File: config.mk
export PLATFORM = sky130hd
export DESIGN_NAME = qbd_port
export DESIGN_NICKNAME = d
export VERILOG_FILES = /design/src/rtl/qbd_pkg.sv /design/src/rtl/qbd_alu.sv /design/src/rtl/qbd_pad_ctl.sv /design/src/rtl/qbd_rd_path.sv /design/src/rtl/qbd_port.sv
export SDC_FILE = /design/constraint.sdc
export NUM_CORES = 1
export LEC_CHECK = 0
export CAP_MARGIN = 30
export CORE_MARGIN = 2
export CORE_UTILIZATION = 34
export DETAILED_ROUTE_END_ITERATION = 16
export GPL_TIMING_DRIVEN = 0
export PLACE_DENSITY = 0.85
export SKIP_LAST_GASP = 1
export SYNTH_ARGS = -nofsm -noshare
export SYNTH_HDL_FRONTEND = slang
export SYNTH_SLANG_ARGS = --single-unit
File: constraint.sdc
create_clock -name clk -period 0.87 [get_ports clk]
set_input_delay 0.087 -clock clk [delete_from_list [all_inputs] [get_ports clk]]
set_output_delay 0.087 -clock clk [all_outputs]
set_load 0.03 [all_outputs]
File: src/rtl/qbd_pkg.sv
package qbd_pkg;
    typedef enum logic [1:0] {
        QOP_LOAD = 2'd0,
        QOP_AND  = 2'd1,
        QOP_OR   = 2'd2,
        QOP_HOLD = 2'd3
    } qop_e;
endpackage

File: src/rtl/qbd_alu.sv
// Next-latch computation for one write; also reports which bits rise.
module qbd_alu #(
    parameter int WIDTH = 8
) (
    input  logic             en,
    input  logic [1:0]       op,
    input  logic [WIDTH-1:0] cur,
    input  logic [WIDTH-1:0] mask,
    output logic [WIDTH-1:0] nxt,
    output logic [WIDTH-1:0] rise
);
    import qbd_pkg::*;

    always_comb begin
        nxt = cur;
        if (en) begin
            case (qop_e'(op))
                QOP_LOAD: nxt = mask;
                QOP_AND:  nxt = cur & mask;
                QOP_OR:   nxt = cur | mask;
                default:  nxt = cur;
            endcase
        end
        rise = nxt & ~cur;
    end
endmodule

File: src/rtl/qbd_pad_ctl.sv
// Per-bit pad enables derived from the latch and the boost register.
module qbd_pad_ctl #(
    parameter int WIDTH = 8
) (
    input  logic [WIDTH-1:0] latch,
    input  logic [WIDTH-1:0] boost,
    output logic [WIDTH-1:0] pd_en,
    output logic [WIDTH-1:0] wpu_en,
    output logic [WIDTH-1:0] spu_en
);
    for (genvar i = 0; i < WIDTH; i++) begin : g_bit
        assign pd_en[i]  = ~latch[i];
        assign wpu_en[i] = 1'b1;
        assign spu_en[i] = boost[i] & latch[i];
    end
endmodule

File: src/rtl/qbd_rd_path.sv
// Unlatched read path: pin levels pass through only while reading.
module qbd_rd_path #(
    parameter int WIDTH = 8
) (
    input  logic             rd_en,
    input  logic [WIDTH-1:0] pin_lvl,
    output logic [WIDTH-1:0] rd_data
);
    for (genvar i = 0; i < WIDTH; i++) begin : g_bit
        assign rd_data[i] = rd_en & pin_lvl[i];
    end
endmodule

File: src/rtl/qbd_port.sv
module qbd_port #(
    parameter int WIDTH = 8
) (
    input  logic             clk,
    input  logic             rst_n,
    input  logic             wr_en,
    input  logic [1:0]       wr_op,
    input  logic [WIDTH-1:0] wr_data,
    input  logic             rd_en,
    output logic [WIDTH-1:0] rd_data,
    input  logic [WIDTH-1:0] pin_lvl,
    output logic [WIDTH-1:0] pd_en,
    output logic [WIDTH-1:0] wpu_en,
    output logic [WIDTH-1:0] spu_en
);
    localparam logic [WIDTH-1:0] LATCH_RST = {WIDTH{1'b1}};

    typedef struct packed {
        logic [WIDTH-1:0] latch;
        logic [WIDTH-1:0] boost;
    } state_t;

    state_t st_d, st_q;
    logic [WIDTH-1:0] nxt_w, rise_w;

    qbd_alu #(.WIDTH(WIDTH)) u_alu (
        .en   (wr_en),
        .op   (wr_op),
        .cur  (st_q.latch),
        .mask (wr_data),
        .nxt  (nxt_w),
        .rise (rise_w)
    );

    always_comb begin
        st_d       = st_q;
        st_d.latch = nxt_w;
        st_d.boost = rise_w;
    end

    always_ff @(posedge clk) begin
        if (!rst_n) begin
            st_q.latch <= LATCH_RST;
            st_q.boost <= '0;
        end else begin
            st_q <= st_d;
        end
    end

    qbd_pad_ctl #(.WIDTH(WIDTH)) u_pad (
        .latch  (st_q.latch),
        .boost  (st_q.boost),
        .pd_en  (pd_en),
        .wpu_en (wpu_en),
        .spu_en (spu_en)
    );

    qbd_rd_path #(.WIDTH(WIDTH)) u_rd (
        .rd_en   (rd_en),
        .pin_lvl (pin_lvl),
        .rd_data (rd_data)
    );
endmodule

* Word level (Yosys, flattened, before mapping) *
Cells that the tools add are included.

word-level totals
  input bits = 22
  flip-flop bits (word level) = 16
  word-level logic and storage cells = 35
  output and inout bits = 32

cells by class
  equal/unequal tests = 2
  bitwise logic cells = 28
  muxes and demuxes = 2
  reduce and logical (&&, ||, !) cells = 1

operators by type and width
  cell                  number
  $pmux W8 S3           1
  $and A1 B1 Y1         16
  $and A8 B8 Y8         2
  $mux W8               1
  $not A1 Y1            8
  $not A8 Y8            1
  $or A8 B8 Y8          1
  $eq A2 B1 Y1 const B  1
  $eq A2 B2 Y1 const B  1
  $logic_not A2 Y1      1

* Depth between registers and ports, before layout *
  word-level depth = 4
  mapped depth = 4
  depth with buffers taken out = 3

* Cells and area by module *
From an unflattened synthesis, not the netlist that was laid out.

unflattened totals
  cells, all modules = 104
  area, all modules = 868.3 um^2

by module, submodules not included
  module       sequential area each (um^2)  area an instance (um^2)  times used  cells each
  qbd_port     320.3                        431.7                    1           33
  qbd_alu      0.0                          242.7                    1           38
  qbd_pad_ctl  0.0                          143.9                    1           25
  qbd_rd_path  0.0                          50.0                     1           8

* Least setup slack after synthesis *
OpenSTA, ideal clock, no wires.

  kind = flip-flop to output port
  from = register, netlist name st_q[8]
  to = output port spu_en[0]
  stages on the path, launching flop included = 2
  path buffers = 0
  setup slack = 0.107 ns
  arrival = 0.676 ns
  required time = 0.783 ns
  path through = dfxtp_1 -> and2_1

on the way
  word-level cells in the longest chain between the ends = 1

RTL lines
  element        line               RTL
  $and A1 B1 Y1  qbd_pad_ctl.sv:14  assign spu_en[i] = boost[i] & latch[i];
  to (decl)      qbd_port.sv:14     output logic [WIDTH-1:0] spu_en

No other way between the ends.

* Worst setup path after layout *
  from = register, netlist name st_q[15]
  to = output port spu_en[7]

on the way
  word-level cells in the longest chain between the ends = 1

RTL lines
  element        line
  $and A1 B1 Y1  qbd_pad_ctl.sv:14

No other way between the ends.

==> metrics <==
M1 wire length 656 µm; simple-gate share of the synthesized area 0.3462; Arrival @ worst endpoint between 0.9 and 1 ns; total CTS buffers 3; Min-Delay Startpoint rst_n; Worst Setup Start Kind register; skew final 0.002961 ns; Worst Path Required 0.78 ns; detailed placement HPWL ~1.5 mm; Synth top area share 0.4103; DR WL/cell 10.93 µm; share of layout cells above drive strength 1 0.5817; setup TNS -1.206 ns; number of I/O pins 54; R2R setup slack -0.03 ns; Pre-antenna DRT Iters 4; H-tree levels 1; worst setup path start st_q[15]; failing checks negative setup slack; worst setup path category reg -> out; Setup WS post-layout -0.1376 ns; total track usage 0.1434; post-synthesis cell type count 14; RSZ-0062 raised after global routing true; Tmin final 1.008 ns; top flop regs st_q x16; worst-path cell chain and2_4 > buf_6; largest net degree at the start of global routing 10; RR Endpoint st_q[13]; CP Capture Type output port; Netlist Area Pre-Place 780.7 µm²; sequential area share after synthesis 0.4103; RR Startpoint st_q[13]; Initial DRC Count 16; crit share post-route 1.158; hold violation count in the final report 0; die height 51.92 µm; drt total wl 1.978 mm; Placed Cells 166; status complete, but fails checks; fin. max-slew vios 0; critical path's slowest cell dfxtp_4; placer's final routability congestion estimate 0.5535; antenna violations before repair 0; WL met2 about 1.2 mm; static leakage 0.6989 nW; Post-synth EDFFs 0; initial core utilization 0.3564; clk_lat worst skew 0.28 ns; vias per std cell 4.365; PortBufs 45; Synth Register Bits 16; Critical Path Max Stage Delay 0.38 ns; CTS root buf clkbuf_4; DRC 0; highest routed layer met4; CTS Buffer Depth 2; Die ar. 2696 µm²; Hold Path Stages 2; vias 790; Mean Syn Cell Area 9.078 µm²; fmax 0.9925 GHz; CP endpoint spu_en[7]; Post-Layout Cell Count 181; XOR/XNOR share of the synthesized area 0; CTS tree built; # nets final 176; max cap viols 0; maximum vdd drop 1436 µV; Layout area overhead 91.03%; hold_buf cts 0; PwrDens about 1200 nW/µm²; vias in the first global route 682; main combinational cell family by area after synthesis simple AND/OR/NAND/NOR gates; # clock sinks 16; Commonest cells post-synth 16 x and2_1, 16 x dfxtp_1; mux share of post-synthesis cell area 0; first-pass GRT wire length between 2 and 3 mm; Syn. warnings 0; Pwr Total 1.834 mW; final setup fails 17; Synth Area in Compound Gates 0.1026; Yosys top cell by area dfxtp_1; Die Span X 51.92 µm; met3 wire len 151 µm; number of flip-flops under the largest register name 16; aggregate global routing overflow 0; Clock Pin Slew Worst Setup and Hold Paths around 0.090 ns; Synth Area in Adders 0; synth top area cells dfxtp_1 41%, and2_1 13%, nor3b_2 13%, buf_4 7.7%, a21oi_1 5.1%; Antenna Nets Post-Route 0; Rows 17; total core area 2191 µm²; worst slack at placement -0.7203 ns; FF-to-FF path depth 4; Reg with most FFs st_q; worst hold path type in -> reg; FFs w/ async S/R, synth 0; CP Max Fanout 5; Syn Inst Count between 80 and 90; Diodes inserted 0; hold_ws 0.3510 ns; top_reg_cell synth dfxtp_1
## worst max-delay path: cells and delay by family (launching register included)
family / cells / cell delay [ns]
simple gates: 1 / 0.14
flops: 1 / 0.38
buf+inv: 1 / 0.12
## placed cells by master (no fill, tap or decap), types with 3 or more instances in the layout
master,Yosys,routed
o21ai_0,8,5
nor2_1,8,8
clkbuf_4,0,3
and2_1,16,6
clkdlybuf4s50_1,0,9
and2_4,0,10
a21oi_1,8,5
dlygate4sd2_1,0,12
dfxtp_1,16,8
conb_1,1,8
buf_6,1,26
o21ai_1,0,3
a21oi_2,0,3
inv_2,0,8
nor3b_2,8,8
dfxtp_4,0,3
dfxtp_2,0,5
buf_4,8,18
## cell type report
class	instances	area, µm²
inverters	8	30.03
plain buffers	10	82.58
flip-flops and latches	16	337.8
repair buffers	56	545.5
multi-input cells	59	424.2
well taps	28	35.03
clock buffers	4	36.28
fillers	190	699.4
## report_power, final
| part | switching, mW | internal [mW] |
|---|---|---|
| logic | 0.283 | 0.285 |
| registers | 0.0265 | 0.762 |
| clock network | 0.223 | 0.255 |
| total | 0.533 | 1.30 |
## kinds of logic (layout without fill, tap and decap cells)
| logic type | Yosys count | count (layout) |
|---|---|---|
| flops | 16 | 16 |
| buf+inv | 18 | 78 |
| compound gates | 16 | 16 |
| simple gates | 35 | 35 |
| other cells | 1 | 8 |
## worst min-delay path by stage
stage                     to  slack [ns]
finish              st_q[11]        0.35
global route         st_q[8]        0.34
CTS                 st_q[11]        0.34
detailed placement   st_q[1]        0.49
global placement     st_q[3]        0.48
floorplan           st_q[10]        0.16
## per-stage QoR
stage | area, µm² | util
5_1_grt | 1491 | 0.6808
3_5_place_dp | 1292 | 0.5899
3_3_place_gp | 1292 | 0.5899
6_report | 1491 | 0.6808
4_1_cts | 1448 | 0.6608
2_1_floorplan | 807.0 | -
## layer usage
| layer | vias to the layer above | track usage |
|---|---|---|
| met4 | 0 | 0.01316 |
| met2 | 31 | 0.2848 |
| met5 | - | 0 |
| li1 | 395 | - |
| met1 | 362 | 0.1444 |
| met3 | 2 | 0.05172 |
## timing repair
| action | CTS | global route |
|---|---|---|
| resized for setup | 208 | 10 |
| setup endpoints to repair | 40 | 24 |
| endpoints found under the hold margin | 0 | 0 |
| cloned | 1 | 0 |
| pin swaps | 1 | 0 |
| setup buffers | 8 | 2 |
Power figures use the tool's default switching activity.
